[config.mk]
export PLATFORM = sky130hd
export DESIGN_NAME = addr_par_inject
export DESIGN_NICKNAME = d
export VERILOG_FILES = /design/src/rtl/apinj_pkg.sv /design/src/rtl/apinj_ctrl_reg.sv /design/src/rtl/apinj_pargen.sv /design/src/rtl/apinj_corrupt.sv /design/src/rtl/addr_par_inject.sv
export SDC_FILE = /design/constraint.sdc
export NUM_CORES = 1
export LEC_CHECK = 0
export ABC_AREA = 1
export BUFFER_PORTS_ARGS = -buffer_cell sky130_fd_sc_hd__buf_2
export CAP_MARGIN = 15
export CORE_ASPECT_RATIO = 0.75
export CORE_MARGIN = 1.5
export CORE_UTILIZATION = 39
export CTS_CLUSTER_SIZE = 25
export DETAILED_ROUTE_END_ITERATION = 6
export PLACE_DENSITY_LB_ADDON = 0.3
export RECOVER_POWER = 25
export SLEW_MARGIN = 20
export SYNTH_ARGS = -nofsm -noshare
export SYNTH_HDL_FRONTEND = slang
export SYNTH_SLANG_ARGS = --single-unit
[constraint.sdc]
create_clock -name clk -period 1.15 [get_ports clk]
set_input_delay 0.0575 -clock clk [delete_from_list [all_inputs] [get_ports clk]]
set_output_delay 0.0575 -clock clk [all_outputs]
set_load 0.005 [all_outputs]
[src/rtl/apinj_pkg.sv]
// Shared constants of the address parity error injector.
// Assumes a 32-bit control word; field offsets are fixed by software use.
package apinj_pkg;
    localparam int REG_W    = 32;
    localparam int EN_BIT   = 0;
    localparam int ID_LSB   = 4;
    localparam int MASK_LSB = 16;
endpackage

[src/rtl/apinj_ctrl_reg.sv]
// Control word of the injector: arm flag, target ID and parity mask.
// Assumes a single write strobe; a write beats the hardware clear.
module apinj_ctrl_reg
    import apinj_pkg::*;
#(
    parameter int ID_W = 4,
    parameter int NPAR = 5
) (
    input  logic             clk,
    input  logic             rst_n,
    input  logic             wr,
    input  logic [REG_W-1:0] wdata,
    input  logic             hw_clr,
    output logic             armed,
    output logic [ID_W-1:0]  tgt_id,
    output logic [NPAR-1:0]  mask,
    output logic [REG_W-1:0] rdata
);
    // Store the fields; a write takes priority over the self-clear.
    always_ff @(posedge clk) begin
        if (!rst_n) begin
            armed  <= 1'b0;
            tgt_id <= '0;
            mask   <= '0;
        end else if (wr) begin
            armed  <= wdata[EN_BIT];
            tgt_id <= wdata[ID_LSB +: ID_W];
            mask   <= wdata[MASK_LSB +: NPAR];
        end else if (hw_clr) begin
            armed  <= 1'b0;
        end
    end

    // Assemble the read word; reserved bits stay zero.
    always_comb begin
        rdata = '0;
        rdata[EN_BIT]             = armed;
        rdata[ID_LSB +: ID_W]     = tgt_id;
        rdata[MASK_LSB +: NPAR]   = mask;
    end

    assert_self_clear_R5: assert property (@(posedge clk) disable iff (!rst_n)
        (hw_clr && !wr) |=> !armed);
    assert_write_wins_R8: assert property (@(posedge clk) disable iff (!rst_n)
        wr |=> (armed == $past(wdata[EN_BIT])) && (mask == $past(wdata[MASK_LSB +: NPAR])));
    assert_hold_R6: assert property (@(posedge clk) disable iff (!rst_n)
        (!wr && !hw_clr) |=> $stable(armed));
endmodule

[src/rtl/apinj_pargen.sv]
// Even-parity generator: one bit per address byte.
// Assumes the address width is a whole number of bytes.
module apinj_pargen #(
    parameter int ADDR_W = 40,
    localparam int NPAR  = ADDR_W / 8
) (
    input  logic [ADDR_W-1:0] addr,
    output logic [NPAR-1:0]   par
);
    // One XOR reduction per byte lane.
    for (genvar i = 0; i < NPAR; i++) begin : g_lane
        assign par[i] = ^addr[8*i +: 8];
    end
endmodule

[src/rtl/apinj_corrupt.sv]
// Injection datapath: detects a matching armed phase and flips masked bits.
// Assumes the strobe, ID and parity are valid in the same cycle.
module apinj_corrupt #(
    parameter int ID_W = 4,
    parameter int NPAR = 5
) (
    input  logic            valid,
    input  logic [ID_W-1:0] init_id,
    input  logic [ID_W-1:0] tgt_id,
    input  logic            armed,
    input  logic [NPAR-1:0] mask,
    input  logic [NPAR-1:0] par_true,
    output logic [NPAR-1:0] par_out,
    output logic            hit
);
    // Decide whether this phase is the one to corrupt.
    always_comb hit = valid && armed && (init_id == tgt_id);

    // Apply the mask only on a hit.
    always_comb par_out = hit ? (par_true ^ mask) : par_true;
endmodule

[src/rtl/addr_par_inject.sv]
// Top of the address parity error injector.
// Assumes one address phase per strobed cycle; parity output is combinational.
module addr_par_inject
    import apinj_pkg::*;
#(
    parameter int ADDR_W = 40,
    parameter int ID_W   = 4,
    localparam int NPAR  = ADDR_W / 8
) (
    input  logic              clk,
    input  logic              rst_n,
    input  logic              reg_wr,
    input  logic [REG_W-1:0]  reg_wdata,
    output logic [REG_W-1:0]  reg_rdata,
    input  logic              ap_valid,
    input  logic [ID_W-1:0]   ap_init_id,
    input  logic [ADDR_W-1:0] ap_addr,
    output logic [NPAR-1:0]   ap_parity
);
    logic            armed;
    logic [ID_W-1:0] tgt_id;
    logic [NPAR-1:0] mask;
    logic [NPAR-1:0] par_true;
    logic            hit;

    apinj_ctrl_reg #(.ID_W(ID_W), .NPAR(NPAR)) u_reg (
        .clk(clk), .rst_n(rst_n), .wr(reg_wr), .wdata(reg_wdata),
        .hw_clr(hit), .armed(armed), .tgt_id(tgt_id), .mask(mask),
        .rdata(reg_rdata)
    );

    apinj_pargen #(.ADDR_W(ADDR_W)) u_gen (.addr(ap_addr), .par(par_true));

    apinj_corrupt #(.ID_W(ID_W), .NPAR(NPAR)) u_cor (
        .valid(ap_valid), .init_id(ap_init_id), .tgt_id(tgt_id), .armed(armed),
        .mask(mask), .par_true(par_true), .par_out(ap_parity), .hit(hit)
    );

    assert_reserved_zero_R2: assert property (@(posedge clk) disable iff (!rst_n)
        (reg_rdata[REG_W-1:MASK_LSB+NPAR] == '0) && (reg_rdata[ID_LSB-1:EN_BIT+1] == '0));
    assert_idle_passthru_R3: assert property (@(posedge clk) disable iff (!rst_n)
        !ap_valid |-> (ap_parity == par_true));
    assert_mismatch_clean_R6: assert property (@(posedge clk) disable iff (!rst_n)
        (ap_valid && ap_init_id != reg_rdata[ID_LSB +: ID_W]) |-> (ap_parity == par_true));
    assert_inject_mask_R4: assert property (@(posedge clk) disable iff (!rst_n)
        (ap_valid && reg_rdata[EN_BIT] && ap_init_id == reg_rdata[ID_LSB +: ID_W])
        |-> ((ap_parity ^ par_true) == reg_rdata[MASK_LSB +: NPAR]));
endmodule

; Yosys cells after proc, flatten, opt, wreduce, memory -nomap -nowiden
; Cells that the tools add are included.
[classes]
n_mux = 3
n_reduce_logical = 8
bitwise = 1
eq_ne = 1
[op_table]
columns = cell, n
row1 = $reduce_xor A8 Y1, 5
row2 = $mux W5, 1
row3 = $xor A5 B5 Y5, 1
row4 = $eq A4 B4 Y1, 1
row5 = $logic_and A1 B1 Y1, 2
row6 = $mux W1, 2
row7 = $reduce_bool A2 Y1, 1
[word_totals]
word_cells = 16
inputBits = 80
output_inout_bits = 37
regBits = 10

; Longest topological paths before layout
; Gate-level depths: netlist of the first run.
[logic_depth]
word_depth = 4
depth_mapped = 10
depth_no_buf = 10

; Cells and area by module
; Synthesis of the first run repeated with hierarchy kept, for this count alone.
[unflattened]
hier_cells = 359
area_unflattened_um2 = 1699.1
[by_module_without_submodules]
columns = mod, seq_area_each_um2, area_each_um2, cells_each, instances
row1 = apinj_pargen, 0.0, 882.1, 235, 1
row2 = apinj_ctrl_reg, 200.2, 595.6, 78, 1
row3 = apinj_corrupt, 0.0, 221.5, 46, 1

; Least setup slack after synthesis of the first run
; Ideal clock, no wire load.
[synth_timing]
path_type = register to output
startpoint = reg u_reg.tgt_id[3]
endpoint = out ap_parity[0]
t_arrival_ns = 0.941
setup_slack_ns = 0.151
path_stages_with_launch = 9
n_path_buf = 0
required_ns = 1.092
path_cell_list = dfxtp_1 inv_1 nand2_1 nand3_2 nor2_4 nand3_1 inv_1 nand3_1 nand2_1
[synth_between]
elab_chain_cells = 3
[synth_rtl]
columns = element, line_no
row1 = start: declaration, apinj_ctrl_reg.sv:15  ; output logic [ID_W-1:0] tgt_id,
row2 = start signal: assignment, apinj_ctrl_reg.sv:27  ; tgt_id <= wdata[ID_LSB +: ID_W];
row3 = $eq A4 B4 Y1, apinj_corrupt.sv:17  ; always_comb hit = valid && armed && (init_id == tgt_id);
row4 = $logic_and A1 B1 Y1, apinj_corrupt.sv:17
row5 = $mux W5, apinj_corrupt.sv:20  ; always_comb par_out = hit ? (par_true ^ mask) : par_true;
row6 = end: declaration, addr_par_inject.sv:18  ; output logic [NPAR-1:0] ap_parity
; Every way passes these cells.

; Worst setup path in the final report of the first run
[layout_timing]
startpoint = reg u_reg.tgt_id[3]
endpoint = out ap_parity[4]
; Same word-level chain as after synthesis.

==> flow_summary.yaml, run 1 <==
run_status:
  status: "finished, violations left"
  violations: "setup timing"
placed_design:
  routabilityCongestion: 0.778
  dp_hpwl_mm: 2.47
  placement.io_buffers: 72
yosys:
  synthArstFlopShare: 0
  syn_area_mm2: 0.00139
  synth_top_cell_by_area: "nand2_1"
  synth.yosys.seq_area_share: 0.144
  yosys_most_used_dff: "dfxtp_1"
  ys_warn_count: 0
  synthCells: 255
  synth_top_area_frac: 0.303
  synth_edf_count: 0
  ys_top_cells_by_count: "nand2_1, inv_1, buf_4, nor2_1, xnor2_1"
  synth.most_common_cell: "nand2_1"
  synth.area.top_cells: "nand2_1, dfxtp_1, buf_4"
  ys_seq_elements: 10
  avgSynthCellArea_um2: 5.44
  ys_types: 17
setup_path:
  cp_slowest_cell: "dfxtp_2"
  crit_chain: "inv_2 > nand2_2 > nand3_2 > nor2_4 > nand3_1 > clkinv_1 > nand3_1 > nand2_1 > buf_2"
  crit_top_cell: "nand3_1"
  worstSetupStartpointType: "register"
  slowest_delay_ps: 350
  worstPathRequired_ps: 1090
  setup.worst_path.class: "reg -> out"
  crit_path_start: "u_reg.tgt_id[3]$_SDFFE_PN0P_"
  cp_max_fo: 6
  end_kind: "primary output"
  worstPathArrival_ps: 1390
  rr_startpoint: "u_reg.tgt_id[3]$_SDFFE_PN0P_"
clock_tree:
  clock_latency_ps: 230
  htree_levels: 1
  ctsRootBufferMaster: "clkbuf_8"
  clock_path_buffers: 2
  cts_made_buffers: 3
  path_clk_slew_ps: 50
  tritoncts: "yes"
  cts.sinks: 10
route:
  num_vias: 1580
  wl_mm: 2.94
  wire_per_inst_um: 7.89
  drt_iter0_drc: 31
  drc: 0
  first_pass_iters: 4
  routed_via_density: 4.25
  ant_nets: 0
power:
  switchingPower_uw: 500
  pwr-share-comb: 0.460
  leakage_uw: 0.00117
  power_frac_clock: 0.256
  switching_share: 0.361
  ir_worst_vdd_uv: 372
  seq_power_share: 0.284
  intPower_uw: 886
  power_density_mw_per_mm2: 755
cells_and_area:
  nets: 414
  layout-drive-gt1-share: 0.316
  diodes: 0
  fin_util: 0.551
  area_growth_pct: 32.4
timing:
  setup_viol: 5
  fmax_mhz: 692
  final-max-slew-violation-count: 0
  timing.final.crit_share: 1.26
  rsz0062_at_grt: "yes"
  setup_slack_ps: -294
  fin_setup_tns_ps: -1380
  hold_viol_final: 0
  fin_skew_ps: 3.64
  fin_crit_ps: 1440
hold_path:
  worstHoldStart: "reg_wdata[5]"
  min_path_type: "in -> reg"
floorplanning:
  coreArea_mm2: 0.00333
  die_x_um: 71.9
  die_height_um: 54.7
  ios: 117
  start_util: 0.416
  die-area_mm2: 0.00393
  rows: 18
flow_run:
  max_cap_viol_count: 0
global_route:
  grt-ovfl-total: 0
  grt_pass1_wl_mm: 4.59
  grt_max_degree: 11
  antenna_found_initial: 0
  grt_usage: 0.145
  grt_pass1_vias: 1196
## stage by stage
| step | total power (µW) | setup WS, ps | hold slack [ps] | instances | area, µm² |
|---|---|---|---|---|---|
| after CTS | 1380 | -291 | 40.6 | 372 | 1800 |
| after global routing | 1510 | -400 | 51.6 | 372 | 1840 |
| after floorplan | 822 | 151 | 192 | 276 | 1470 |
| after detailed placement | 1010 | -53.0 | 285 | 368 | 1730 |
| after global placement | 1000 | -41.1 | 279 | 368 | 1730 |
| final | 1390 | -294 | 39.8 | 372 | 1840 |
## worst paths after layout
| check | depth (start not counted) | endpoint | slack [ps] |
|---|---|---|---|
| worst min-delay path | 3 | u_reg.tgt_id[1]$_SDFFE_PN0P_ | 40 |
| worst max register to register | 7 | u_reg.armed$_SDFFE_PN0P_ | 110 |
| worst min register to register | 2 | u_reg.tgt_id[0]$_SDFFE_PN0P_ | 470 |
| worst max-delay path | 9 | ap_parity[4] | -290 |
## logic make-up (layout without fill, tap and decap cells)
group	Yosys count	after routing	share of synthesized area
xor+xnor	25	25	0.158
other cells	1	22	0.00270
flops	10	10	0.144
buf+inv	59	115	0.223
compound gates	14	14	0.0505
simple gates	146	146	0.422
## cells in the final DEF (no fill, tap or decap)
| master | instances |
|---|---|
| nand2_1 | 109 |
| nor2_4 | 2 |
| nor2_2 | 2 |
| nand2_2 | 3 |
| xor2_1 | 12 |
| buf_4 | 5 |
| dfxtp_2 | 3 |
| o21ai_0 | 10 |
| inv_2 | 4 |
| clkinv_1 | 1 |
| clkbuf_8 | 3 |
| dfxtp_1 | 7 |
| buf_2 | 72 |
| nand3_1 | 3 |
| inv_1 | 29 |
| nor2_1 | 18 |
| nand3_2 | 9 |
| conb_1 | 22 |
| a21oi_1 | 3 |
| xnor2_1 | 13 |
| o21ai_2 | 1 |
| clkinv_2 | 1 |
## cell type report
| type | count | area, µm² |
|---|---|---|
| clock buffers | 3 | 41.3 |
| well taps | 40 | 50.0 |
| inverters | 35 | 133 |
| multi-input cells | 207 | 1010 |
| repair buffers | 77 | 398 |
| fillers | 346 | 1500 |
| flip-flops and latches | 10 | 204 |
## registers in the layout (all words and copies together), names as in the netlist
name,flops
u_reg.mask,5
u_reg.armed,1
u_reg.tgt_id,4
## worst max-delay path, delay by kind of cell (launching register included)
kind / cells / cell delay (ps)
simple gates: 6 / 600
flops: 1 / 350
buf+inv: 3 / 200
## power by group through the flow
stage                     Sequential (µW)  Combinational (µW)  Clock [µW]
final                                 394                 637         355
after detailed placement              395                 620           0
after floorplan                       397                 425           0
after global placement                394                 606           0
after global routing                  398                 741         376
after CTS                             390                 631         364
## metal layers
layer | vias to the layer above | GRT usage | routed length, µm
met1 | 653 | 0.168 | 1330
li1 | 870 | - | -
met3 | 2 | 0.0331 | 221
met2 | 55 | 0.278 | 1370
met5 | - | 0 | 0
met4 | 0 | 0.0283 | 12
## repair_timing
action | 4_1_cts | 5_1_grt
pin swaps | 3 | 9
setup buffers | 1 | 0
cloned | 0 | 0
hold buffers | 0 | 0
endpoints found under the setup margin | 5 | 5
gates resized for setup | 8 | 13
Note: power is estimated with default switching activity, not from simulation.
==> inputs of run 2 (changes only) <==
TNS_END_PERCENT = 1   (was not set)
==> run 2 against run 1 <==
The flow still finishes with violations (setup timing). First-iteration DRC count grew 3.2%. Sequential power is essentially flat. Sequential share of layout area grew 0.16 points. Clock-buffer cell count unchanged. Routed wire length shrank 0.68%. Utilization down 0.45 points. Register-to-register slack about the same. Via count is 0.95% lower. Maximum frequency up 0.23%. Combinational power decreased by 0.8%. Flip-flop and latch count stayed put. Non-clock buffer count down 1. Critical path type unchanged.
==> flow_summary.yaml, run 2 (synthesis results as in run 1) <==
run_status:
  status: "finished, violations left"
  violations: "setup timing"
hold_path:
  min_path_type: "in -> reg"
timing:
  fin_setup_tns_ps: -1360
  hold_viol_final: 0
  rsz0062_at_grt: "yes"
  setup_viol: 5
  fin_crit_ps: 1440
  fmax_mhz: 694
  fin_skew_ps: 3.04
  setup_slack_ps: -291
  timing.final.crit_share: 1.25
  final-max-slew-violation-count: 0
floorplanning:
  start_util: 0.416
  die_height_um: 54.7
  rows: 18
  die-area_mm2: 0.00393
  die_x_um: 71.9
  coreArea_mm2: 0.00333
  ios: 117
cells_and_area:
  reg_top3: "u_reg.mask (5), u_reg.tgt_id (4), u_reg.armed (1)"
  top_register: "u_reg.mask"
  nFillCells: 347
  fin_util: 0.547
  layout-drive-gt1-share: 0.305
  largest_register_ffs: 5
  area_growth_pct: 31.3
  layout_commonest_cell: "nand2_1"
  diodes: 0
  final_cell_mix: "nand2_1, buf_2, inv_1, conb_1, nor2_1"
  nets: 413
placed_design:
  placement.io_buffers: 72
  preCtsSetupSlack_ps: -53.0
  routabilityCongestion: 0.778
  dp_hpwl_mm: 2.47
clock_tree:
  htree_levels: 1
  cts.sinks: 10
  ctsRootBufferMaster: "clkbuf_8"
  cts_made_buffers: 3
  clock_path_buffers: 2
  clock_latency_ps: 230
  path_clk_slew_ps: 40
  tritoncts: "yes"
  ctsHoldBuffers: 0
setup_path:
  cp_slowest_cell: "dfxtp_2"
  critical-path-top-delay-family: "simple AND/OR/NAND/NOR gates"
  crit_top_cell: "nand3_1"
  worstPathRequired_ps: 1090
  setup.worst_path.class: "reg -> out"
  crit_buf_inv: 3
  slowest_delay_ps: 330
  cp_max_fo: 6
  end_kind: "primary output"
  crit_chain: "inv_2 > nand2_2 > nand3_2 > nor2_4 > nand3_1 > clkinv_1 > nand3_1 > nand2_1 > buf_2"
  worstSetupStartpointType: "register"
  worstPathArrival_ps: 1380
power:
  leakage_uw: 0.00117
  power_density_mw_per_mm2: 757
  total_power_uw: 1380
  ir_worst_vdd_uv: 369
global_route:
  grt_pass1_wl_mm: 4.53
  antenna_found_initial: 0
  grt_max_degree: 11
  grt_pass1_vias: 1176
  grt_usage: 0.143
  grt-ovfl-total: 0
route:
  num_vias: 1565
  first_pass_iters: 4
  ant_nets: 0
  drc: 0
  wire_per_inst_um: 7.86
  drt_iter0_drc: 32
  routed_via_density: 4.22
  wl_mm: 2.92
flow_run:
  max_cap_viol_count: 0
run 2: worst register-to-register path, cell delays in order (launching register included):
cell and delay, ps:
dfxtp_2 330, inv_2 40, nand2_2 60, nand3_2 70, nor2_4 220, nand2_1 80, nand2_1 70, a21oi_1 50
run 2: path summary, 6_finish.rpt:
path                                start                            to  slack (ps)  cells past startpoint
max          u_reg.tgt_id[0]$_SDFFE_PN0P_                  ap_parity[4]        -290                      9
min                          reg_wdata[5]  u_reg.tgt_id[1]$_SDFFE_PN0P_          40                      3
max reg2reg  u_reg.tgt_id[0]$_SDFFE_PN0P_      u_reg.armed$_SDFFE_PN0P_         110                      7
min reg2reg  u_reg.tgt_id[0]$_SDFFE_PN0P_  u_reg.tgt_id[0]$_SDFFE_PN0P_         470                      2
run 2: stage by stage:
step / cells / hold slack (ps) / area, µm²
after global routing: 371 / 51.5 / 1820
final: 371 / 41.8 / 1820
after CTS: 371 / 40.6 / 1770
after detailed placement: 368 / 285 / 1730
after global placement: 368 / 279 / 1730
after floorplan: 276 / 192 / 1470
run 2: layout make-up:
class,count,area (µm²),share of cell area
Clock buffer,3,41.3,0.0227
Inverter,35,131,0.0721
Multi-Input combinational cell,207,1000,0.551
Sequential cell,10,205,0.113
Tap cell,40,50.0,0.0275
Timing Repair Buffer,76,390,0.214
run 2: power by group:
| group | switching [µW] | leakage (µW) | internal, µW |
|---|---|---|---|
| clock network | 125 | 0.0000216 | 228 |
| registers | 18.9 | 0.0000843 | 375 |
| logic | 351 | 0.00106 | 281 |
| total | 495 | 0.00117 | 884 |
run 2: routing by layer:
| layer | global-route usage | part of all wire | wire length (µm) |
|---|---|---|---|
| met1 | 0.169 | 0.46 | 1350 |
| met2 | 0.270 | 0.46 | 1350 |
| met3 | 0.0331 | 0.070 | 203 |
| met4 | 0.0283 | 0.0041 | 12 |
| met5 | 0 | 0 | 0 |
run 2: what timing repair did:
item / CTS / global route
gates cloned: 0 / 0
endpoints found under the hold margin: 0 / 0
endpoints found under the setup margin: 5 / 6
buffers inserted: 0 / 0
resized for setup: 0 / 18
pin swaps: 0 / 8
==> inputs of run 3 (changes only) <==
CORE_UTILIZATION = 40   (was 39)
clock period = 1.8 ns   (was 1.15 ns; I/O delays follow)
==> run 3 against run 2 <==
The flow now finishes without violations. Sequential share of layout area rose by 0.15 points. Die area fell by 2.4%. Utilization fell by 1.7 points. Final area fell by 3.7%. Setup slack improved by 610 ps. Clock skew fell by 1.5 ps. Clock-buffer cell count rose by 1. Register-to-register slack improved by 650 ps. Worst hold slack improved by 39 ps. Combinational power fell by 39%. Critical path type unchanged. Highest routed layer is now met3.
==> flow_summary.yaml, run 3 (synthesis results as in run 1) <==
timing:
  holdWs_ps: 80.5
  rsz0062_at_grt: "no"
  fin_setup_tns_ps: 0
  final-max-slew-violation-count: 0
  timing.final.crit_share: 0.822
  fmax_mhz: 676
  fin_crit_ps: 1480
  hold_viol_final: 0
  setup_viol: 0
  fin_skew_ps: 1.58
floorplanning:
  rows: 18
  die_height_um: 54.0
  die-area_mm2: 0.00383
  start_util: 0.419
  die_x_um: 71.0
  coreArea_mm2: 0.00331
  ios: 117
setup_path:
  worstReg2RegEnd: "u_reg.armed$_SDFFE_PN0P_"
  end_kind: "primary output"
  cp_slowest_cell: "dfxtp_1"
  crit_top_cell: "nand3_1"
  slowest_delay_ps: 340
  reg2reg_slack_ps: 760
  setup.worst_path.class: "reg -> out"
  cp_max_fo: 6
  crit_chain: "inv_1 > nand2_1 > nand3_1 > nor2_4 > nand3_1 > clkinv_1 > nand3_1 > nand2_1 > buf_2"
  worstPathRequired_ps: 1710
  worst_r2r_path_depth: 7
  worstSetupStartpointType: "register"
  rr_startpoint: "u_reg.tgt_id[0]$_SDFFE_PN0P_"
  crit_buf_inv: 3
  worstPathArrival_ps: 1390
  critical-path-top-delay-family: "simple AND/OR/NAND/NOR gates"
cells_and_area:
  top_register: "u_reg.mask"
  area_growth_pct: 26.4
  layout_commonest_cell: "nand2_1"
  final_cell_mix: "nand2_1, buf_2, inv_1, conb_1, nor2_1"
  final_cell_area_mm2: 0.00175
  fin_cells: 368
  largest_register_ffs: 5
  nets: 409
  reg_top3: "u_reg.mask (5), u_reg.tgt_id (4), u_reg.armed (1)"
  diodes: 0
  layout-drive-gt1-share: 0.244
route:
  ant_nets: 0
  wire_per_inst_um: 7.56
  drc: 0
  wl_mm: 2.78
  first_pass_iters: 4
  routed_via_density: 4.16
  num_vias: 1532
  drt_iter0_drc: 27
global_route:
  grt_usage: 0.149
  grt_pass1_vias: 1241
  grt-ovfl-total: 0
  grt_max_degree: 14
  grt_pass1_wl_mm: 4.69
  antenna_found_initial: 0
power:
  ir_worst_vdd_uv: 307
  leakage_uw: 0.00114
  power_density_mw_per_mm2: 518
hold_path:
  min_path_type: "in -> reg"
  holdPathEnd: "u_reg.mask[2]$_SDFFE_PN0P_"
  min_delay_path_depth: 3
  worstHoldStart: "reg_wdata[18]"
clock_tree:
  path_clk_slew_ps: 50
  tritoncts: "yes"
  cts_resized: 0
  ctsRootBufferMaster: "clkbuf_8"
  postCtsSetupRepairBufs: 0
  htree_levels: 1
  ctsHoldBuffers: 0
  clock_latency_ps: 230
  cts.sinks: 10
  cts_made_buffers: 3
  clock_path_buffers: 2
placed_design:
  routabilityCongestion: 0.741
  dpl_cell_area_mm2: 0.00170
  placement.io_buffers: 72
  dp.cells: 364
  dp_hpwl_mm: 2.40
run_status:
  status: "completed"
flow_run:
  max_cap_viol_count: 0
==> run 3: how the worst max path moves through the flow <==
stage / start / to / depth (start not counted)
final: u_reg.tgt_id[0]$_SDFFE_PN0P_ / ap_parity[1] / 9
after detailed placement: u_reg.tgt_id[0]$_SDFFE_PN0P_ / ap_parity[2] / 9
after global placement: u_reg.tgt_id[3]$_SDFFE_PN0P_ / ap_parity[1] / 9
after CTS: u_reg.tgt_id[0]$_SDFFE_PN0P_ / ap_parity[1] / 9
after global routing: u_reg.tgt_id[0]$_SDFFE_PN0P_ / ap_parity[4] / 9
after floorplan: u_reg.tgt_id[3]$_SDFFE_PN0P_ / ap_parity[0] / 8
==> run 3: metal layers <==
metal | part of all wire | vias to the layer above | routed length (µm) | GRT usage
met3 | 0.057 | 0 | 159 | 0.0225
li1 | - | 857 | - | -
met1 | 0.45 | 634 | 1250 | 0.176
met2 | 0.49 | 41 | 1370 | 0.296
met5 | 0 | - | 0 | 0
met4 | 0 | 0 | 0 | 0.0189
==> run 3: through the flow <==
stage | total power, µW | setup WS [ps] | util
2_1_floorplan | 525 | 769 | -
3_3_place_gp | 631 | 575 | 0.513
3_5_place_dp | 640 | 570 | 0.513
4_1_cts | 918 | 310 | 0.530
5_1_grt | 997 | 142 | 0.530
6_report | 909 | 321 | 0.530
==> run 3: cell type report <==
cell class / count / area, µm²
Fill cell: 369 / 1560
Multi-Input combinational cell: 207 / 957
Tap cell: 40 / 50.0
Clock buffer: 4 / 55.1
Timing Repair Buffer: 72 / 360
Inverter: 35 / 131
Sequential cell: 10 / 200
==> run 3: power breakdown <==
part	internal (µW)	leakage (µW)	total (µW)	switching, µW
Combinational	171	0.00103	385	214
Sequential	238	0.0000832	250	11.8
Clock	192	0.0000288	274	82.6
==> run 3: worst register-to-register path, stage by stage (launching register included) <==
cell and delay (ps):
dfxtp_1 340, inv_1 60, nand2_1 50, nand3_1 100, nor2_4 190, nand2_1 70
nand2_1 60, a21oi_1 50
